--- src/rtl/ccs_pkg.sv ---
package ccs_pkg;
  localparam int DIV_CNT_W = 2;

  typedef enum logic [2:0] {
    SEL_LOWPWR  = 3'd0,
    SEL_DIV4    = 3'd1,
    SEL_DIV2    = 3'd2,
    SEL_INTHALF = 3'd3,
    SEL_STOP    = 3'd4,
    SEL_STROBE  = 3'd5
  } sel_e;

  // companion clock runs from the halved internal oscillator in these selections
  function automatic logic aux_uses_int(input sel_e s);
    return (s == SEL_INTHALF) || (s == SEL_LOWPWR);
  endfunction
endpackage

--- src/rtl/ccs_sync.sv ---
module ccs_sync #(
  parameter int W      = 1,
  parameter int STAGES = 2
) (
  input  logic         clk,
  input  logic         rst_n,
  input  logic [W-1:0] d,
  output logic [W-1:0] q
);
  localparam int CHAIN_W = W * STAGES;

  logic [CHAIN_W-1:0] chain;

  always_ff @(posedge clk or negedge rst_n) begin
    if (!rst_n) chain <= '0;
    else        chain <= {chain[CHAIN_W-W-1:0], d};
  end

  assign q = chain[CHAIN_W-1 -: W];
endmodule

--- src/rtl/ccs_decode.sv ---
module ccs_decode
  import ccs_pkg::*;
(
  input  logic active,
  input  logic ext_sel,
  input  logic rate_a,
  input  logic rate_b,
  output sel_e req_sel
);
  always_comb begin
    if (!active)      req_sel = SEL_LOWPWR;
    else if (ext_sel) req_sel = SEL_STROBE;
    else begin
      unique case ({rate_a, rate_b})
        2'b00:   req_sel = SEL_DIV4;
        2'b01:   req_sel = SEL_DIV2;
        2'b10:   req_sel = SEL_INTHALF;
        default: req_sel = SEL_STOP;
      endcase
    end
  end
endmodule

--- src/rtl/ccs_srcgen.sv ---
module ccs_srcgen
  import ccs_pkg::*;
(
  input  logic                 clk,
  input  logic                 rst_n,
  input  logic                 int_s,
  input  logic                 cnt_clr,
  output logic [DIV_CNT_W-1:0] cnt,
  output logic                 int_half
);
  logic int_prev;
  logic int_rise;

  assign int_rise = int_s & ~int_prev;

  always_ff @(posedge clk or negedge rst_n) begin
    if (!rst_n) begin
      int_prev <= 1'b0;
      int_half <= 1'b0;
      cnt      <= '0;
    end else begin
      int_prev <= int_s;
      if (int_rise) int_half <= ~int_half;
      if (cnt_clr)  cnt <= '0;
      else          cnt <= cnt + 1'b1;
    end
  end
endmodule

--- src/rtl/ccs_switch.sv ---
module ccs_switch
  import ccs_pkg::*;
#(
  parameter int GAP_CYC = 4
) (
  input  logic                 clk,
  input  logic                 rst_n,
  input  sel_e                 req_sel,
  input  logic [DIV_CNT_W-1:0] cnt,
  input  logic                 int_half,
  input  logic                 strb_s,
  output logic                 card_q,
  output sel_e                 cur_sel,
  output logic                 in_gap,
  output logic                 cnt_clr
);
  localparam int GW = (GAP_CYC > 1) ? $clog2(GAP_CYC) : 1;

  logic [GW-1:0] gap_cnt;
  logic          src_val;

  always_comb begin
    unique case (cur_sel)
      SEL_DIV4:    src_val = cnt[1];
      SEL_DIV2:    src_val = cnt[0];
      SEL_INTHALF: src_val = int_half;
      SEL_STROBE:  src_val = strb_s;
      default:     src_val = 1'b0;
    endcase
  end

  assign cnt_clr = in_gap;

  always_ff @(posedge clk or negedge rst_n) begin
    if (!rst_n) begin
      cur_sel <= SEL_LOWPWR;
      in_gap  <= 1'b0;
      gap_cnt <= '0;
      card_q  <= 1'b0;
    end else if (in_gap) begin
      card_q <= 1'b0;
      if (gap_cnt == '0) begin
        in_gap  <= 1'b0;
        cur_sel <= req_sel;
      end else begin
        gap_cnt <= gap_cnt - 1'b1;
      end
    end else if ((req_sel != cur_sel) && !card_q) begin
      in_gap  <= 1'b1;
      gap_cnt <= GW'(GAP_CYC - 1);
      card_q  <= 1'b0;
    end else begin
      card_q <= src_val;
    end
  end
endmodule

--- src/rtl/card_clk_sel.sv ---
module card_clk_sel
  import ccs_pkg::*;
#(
  parameter int GAP_CYC     = 4,
  parameter int SYNC_STAGES = 2
) (
  input  logic clk_xtal_i,
  input  logic rst_ni,
  input  logic int_osc_i,
  input  logic active_i,
  input  logic ext_sel_i,
  input  logic rate_a_i,
  input  logic rate_b_i,
  input  logic strobe_i,
  output logic card_clk_o,
  output logic aux_clk_o
);
  logic [3:0]           pins_s;
  logic                 strb_s;
  logic                 int_s;
  sel_e                 req_sel;
  sel_e                 cur_sel;
  logic                 in_gap;
  logic                 cnt_clr;
  logic [DIV_CNT_W-1:0] cnt;
  logic                 int_half;
  logic                 aux_int_q;

  ccs_sync #(.W(4), .STAGES(SYNC_STAGES)) u_pin_sync (
    .clk(clk_xtal_i), .rst_n(rst_ni),
    .d({active_i, ext_sel_i, rate_a_i, rate_b_i}), .q(pins_s)
  );

  ccs_sync #(.W(2), .STAGES(SYNC_STAGES)) u_sig_sync (
    .clk(clk_xtal_i), .rst_n(rst_ni),
    .d({strobe_i, int_osc_i}), .q({strb_s, int_s})
  );

  ccs_decode u_decode (
    .active(pins_s[3]), .ext_sel(pins_s[2]),
    .rate_a(pins_s[1]), .rate_b(pins_s[0]),
    .req_sel(req_sel)
  );

  ccs_srcgen u_srcgen (
    .clk(clk_xtal_i), .rst_n(rst_ni), .int_s(int_s),
    .cnt_clr(cnt_clr), .cnt(cnt), .int_half(int_half)
  );

  ccs_switch #(.GAP_CYC(GAP_CYC)) u_switch (
    .clk(clk_xtal_i), .rst_n(rst_ni), .req_sel(req_sel),
    .cnt(cnt), .int_half(int_half), .strb_s(strb_s),
    .card_q(card_clk_o), .cur_sel(cur_sel), .in_gap(in_gap),
    .cnt_clr(cnt_clr)
  );

  always_ff @(posedge clk_xtal_i or negedge rst_ni) begin
    if (!rst_ni) aux_int_q <= 1'b1;
    else         aux_int_q <= aux_uses_int(req_sel);
  end

  assign aux_clk_o = aux_int_q ? int_half : clk_xtal_i;
endmodule

--- config.mk ---
export PLATFORM = sky130hd
export DESIGN_NAME = card_clk_sel
export DESIGN_NICKNAME = d
export VERILOG_FILES = /design/src/rtl/ccs_pkg.sv /design/src/rtl/ccs_sync.sv /design/src/rtl/ccs_decode.sv /design/src/rtl/ccs_srcgen.sv /design/src/rtl/ccs_switch.sv /design/src/rtl/card_clk_sel.sv
export SDC_FILE = /design/constraint.sdc
export NUM_CORES = 1
export LEC_CHECK = 0
export CORE_AREA = 2 2 50 52
export DETAILED_ROUTE_END_ITERATION = 8
export DIE_AREA = 0 0 52 54
export PLACE_DENSITY_LB_ADDON = 0.05
export SLEW_MARGIN = 20
export SYNTH_ARGS = -nofsm -noshare
export SYNTH_HDL_FRONTEND = slang
export SYNTH_SLANG_ARGS = --single-unit
--- constraint.sdc ---
create_clock -name clk_xtal_i -period 1.6 [get_ports clk_xtal_i]
set_input_delay 0.32 -clock clk_xtal_i [delete_from_list [all_inputs] [get_ports clk_xtal_i]]
set_output_delay 0.32 -clock clk_xtal_i [all_outputs]
set_load 0.005 [all_outputs]
## After elaboration in Yosys (flattened, before gate mapping)

Cells that the tools add are included.

| storage, ports and cells | value |
|---|---|
| bits in registers | 24 |
| bits of input ports | 8 |
| output and inout bits | 2 |
| word-level logic and storage cells | 47 |

| operators by class | value |
|---|---|
| $add $sub $neg | 2 |
| equality and inequality tests | 9 |
| mux-type cells | 14 |
| bitwise logic cells | 3 |
| reduce and logical (&&, ||, !) cells | 9 |

Operator list:

| kind | number |
|---|---|
| 3-bit by 2-bit == test with 1-bit output (second input constant) | 3 |
| 3-bit one-hot mux with 3 select lines | 1 |
| 2-bit 2-to-1 mux | 4 |
| 1-bit 2-to-1 mux | 6 |
| 3-bit 2-to-1 mux | 2 |
| 2-bit zero test | 2 |
| 1-bit one-hot mux with 4 select lines | 1 |
| 2-bit AND reduction | 2 |
| 3-bit by 1-bit == test with 1-bit output (second input constant) | 1 |
| 3-bit == test (second input constant) | 1 |
| 3-bit zero test | 1 |
| 3-bit inequality test | 1 |
| 2-bit by 1-bit adder with 2-bit output (second input constant) | 1 |
| 2-bit by 1-bit == test with 1-bit output (second input constant) | 1 |
| 2-bit == test (second input constant) | 1 |
| 2-bit inequality test (second input constant) | 1 |
| 1-bit inverter | 2 |
| 2-bit nonzero test | 1 |
| 2-bit by 1-bit subtractor with 2-bit output (second input constant) | 1 |
| 1-bit bitwise AND | 1 |
| 1-bit logical AND | 1 |
| 1-bit zero test | 1 |
| 1-bit logical OR | 1 |

## Longest topological paths before layout

Gate-level depths: netlist of the first run.

| logic depth | value |
|---|---|
| word-level depth | 8 |
| depth in mapped cells | 7 |
| gate-level depth less buffers | 7 |

## By module

Synthesis of the first run repeated with hierarchy kept, for this count alone.

| unflattened totals | value |
|---|---|
| cells, all modules | 75 |
| area total of the unflattened synthesis | 994.7 µm² |

Modules (own cells, without submodules):

| module | times used | cells an instance | area each (µm²) | seq. area each (µm²) |
|---|---|---|---|---|
| ccs_switch | 1 | 34 | 379.1 | 175.2 |
| ccs_sync (u_pin_sync) | 1 | 12 | 230.2 | 200.2 |
| ccs_srcgen | 1 | 9 | 138.9 | 100.1 |
| ccs_sync (u_sig_sync) | 1 | 6 | 115.1 | 100.1 |
| ccs_decode | 1 | 10 | 77.6 | 0.0 |
| card_clk_sel | 1 | 4 | 53.8 | 26.3 |

==> metrics.txt, run 1 <==
status=finished, violations left; violated checks=negative setup slack; Starting DRT DRC Count=9; first-pass GRT wire length=2.46 mm; worst skew pair latency=0.42 ns; max_slew headroom=80.2%; CTS tree=yes; Final ANT Viol Nets=0; most frequent cells in the layout=dfrtp_1 (23), clkdlybuf4s50_1 (7), nand2_1 (6); Clock power frac=between 20% and 30%; synth top area cells=dfrtp_1 (60%), ha_1 (5.2%), xnor2_1 (4.6%); drt wl/cell=between 10 and 15 um; Setup Skew=0.00212 ns; drt drc=0; commonest non-fill, non-tap cell in the layout=dfrtp_1; Pre-antenna DRT Iters=4; Switching Share=31.0%; Buffers on Ports=9; vias in the first global route=around 600; yosys synthesis warning count=0; Comb pwr share=approximately 25%; setup ws final=-0.0940 ns; Reg2Reg Depth=6; critical path type=flop to output pin; P&R area growth vs syn=27.9%; data required time of the worst path=1.28 ns; CTS clock-pin slew for the worst setup and hold paths=0.12 ns; CP arrival=approximately 1.4 ns; placeable core area=2320 um2; final slew viol count=0; # nets final=~110; Total Routed Length=1.48 mm; vias per inst=4.82; initial antenna violation count=0; Final Hold Fails=0; Core Rows=18; Psw=0.546 mW; Seq/Total Area, Yosys=62.7%; Setup Slack @ Placement=-0.188 ns; cell taking the most area after synthesis=dfrtp_1; Post-Syn Area per Cell=12.0 um2; Initial Util=between 40% and 50%; f_max=590 MHz; pin count of the biggest net entering global routing=25; Slew @ Worst Pin=between 0.2 and 0.3 ns; Int Pwr=1.22 mW; synthesized area=~960 um2; non-filler cells, final=130; Final min period=roughly 1.7 ns; Ant. Diodes=0; HP Class=input pin to asynchronous set/reset pin; flops & latches, synth=24; Lkg Pwr=0.546 nW; Total Power=approximately 1.8 mW; CP Launch Type=flop; CP Capture Type=output pin; share of cells above drive strength 1=28.0%; Syn Inst Count=80; grt ovf=0; placed cells=122; PD cells=1440 nW/um2; chip height=54 um; top-area cell type share of the netlist area=between 50 and 60%; Die Area=~2800 um2; share of power burned in registers=48.8%; GPL Wtd Cong=0.729; Distinct cells, synth=26; fill count=between 150 and 200; maxcap violations=0; worst-path maximum fanout=1; Die X=between 50 and 60 um; dpl hpwl=roughly 1.0 mm; # IOs=10; syn_nets=92; RSZ-0062 raised after global routing=true; Period Utilization, post-route=106%; GRT Resource Usage Total=13.3%; Setup-failing EPs final=5; via count=627; Worst VDD drop=1000 uV
==> sequential cells by signal, summed over array words and instances, names as in the netlist <==
signal             cells
u_switch.cur_sel       3
u_srcgen.int_half      1
u_switch.gap_cnt       2
u_sig_sync.chain       4
u_srcgen.cnt           2
u_switch.cnt_clr       1
u_switch.card_q        1
u_pin_sync.chain       8
u_srcgen.int_prev      1
aux_int_q              1
==> routing by layer <==
metal / wire length [um] / GRT usage (%)
met3: 35 / 3.33
met4: 46 / 14.5
met5: 0 / 0
met2: 687 / 17.5
met1: 713 / 16.8
==> cell type report <==
class	instances	area, um2	area share, %
Multi-Input combinational cell	48	372	30.3
Clock buffer	7	62.6	5.10
Tap cell	30	37.5	3.06
Sequential cell	24	602	49.0
Timing Repair Buffer	14	128	10.4
Inverter	7	26.3	2.14
==> critical path: stages, from the launching register on <==
cell,delay [ns]
dfstp_2,0.55
mux2_4,0.30
buf_6,0.11
==> stage by stage <==
step / TNS, ns / hold slack, ns / util [%] / cell area, um2
final: -0.226 / 0.232 / 52.9 / 1230
after global routing: -0.696 / 0.229 / 52.9 / 1230
after CTS: -0.327 / 0.230 / 52.4 / 1220
after detailed placement: -0.480 / 0.335 / 48.5 / 1130
after global placement: -0.352 / 0.333 / 48.5 / 1130
after floorplan: 0 / 0.0244 / - / 972
==> path summary, 6_finish.rpt <==
kind | start | endpoint | slack [ns]
min in group clk_xtal_i | strobe_i | u_sig_sync.chain[1] | 0.32
worst min register to register | u_pin_sync.chain[3] | u_pin_sync.chain[7] | 0.36
max in group asynchronous | rst_ni | aux_int_q | 1.09
worst min-delay path | rst_ni | u_sig_sync.chain[0] | 0.23
worst max register to register | u_pin_sync.chain[5] | u_switch.gap_cnt[1] | -0.06
worst max-delay path | aux_int_q | aux_clk_o | -0.09
==> cells in the mapped netlist, drive strengths merged <==
master	instances
nand3	1
nand2b	2
inv	7
nor2b	3
a21oi	3
xnor2	5
a21o	1
and2	1
o21ai	7
dfrtp	23
o31a	1
mux2	2
nor2	5
o2111ai	1
clkbuf	1
dfstp	1
ha	4
o311ai	1
nor3	1
nand2	6
o221ai	1
o22ai	1
o31ai	1
nand4	1
==> power groups by stage <==
stage / registers, mW / logic (mW) / clock network, mW
finish: 0.859 / 0.447 / 0.456
global route: 0.875 / 0.508 / 0.514
CTS: 0.856 / 0.451 / 0.474
detailed placement: 0.864 / 0.420 / 0.0574
global placement: 0.863 / 0.410 / 0.0574
floorplan: 0.814 / 0.354 / 0.0225
==> what timing repair did <==
item	CTS	global route
resized for setup	13	3
endpoints found under the setup margin	6	5
hold buffers	0	0
pin swaps	6	0
buffers inserted	2	0
hold endpoints to repair	0	0
==> cells by family (layout without fill, tap and decap cells) <==
logic type | after synthesis | after routing | share of synthesized area (%)
buffers and inverters | 8 | 28 | 3.13
adders and majority gates | 4 | 4 | 5.22
xor gates and xnor gates | 5 | 5 | 4.56
DFF | 24 | 24 | 62.7
AOI/OAI and AO/OA | 17 | 17 | 12.1
muxes | 2 | 2 | 2.35
and+or+nand+nor | 20 | 20 | 9.91
Note: power is estimated with default switching activity, not from simulation.
==> run 2, diff against run 1 <==
--- a/config.mk
+++ b/config.mk
@@ -8,6 +8,7 @@
 export CORE_AREA = 2 2 50 52
 export DETAILED_ROUTE_END_ITERATION = 8
 export DIE_AREA = 0 0 52 54
+export GPL_ROUTABILITY_DRIVEN = 0
 export PLACE_DENSITY_LB_ADDON = 0.05
 export SLEW_MARGIN = 20
 export SYNTH_ARGS = -nofsm -noshare
==> results of run 2 <==
No change in the layout: final DEF, timing and power equal those of run 1.
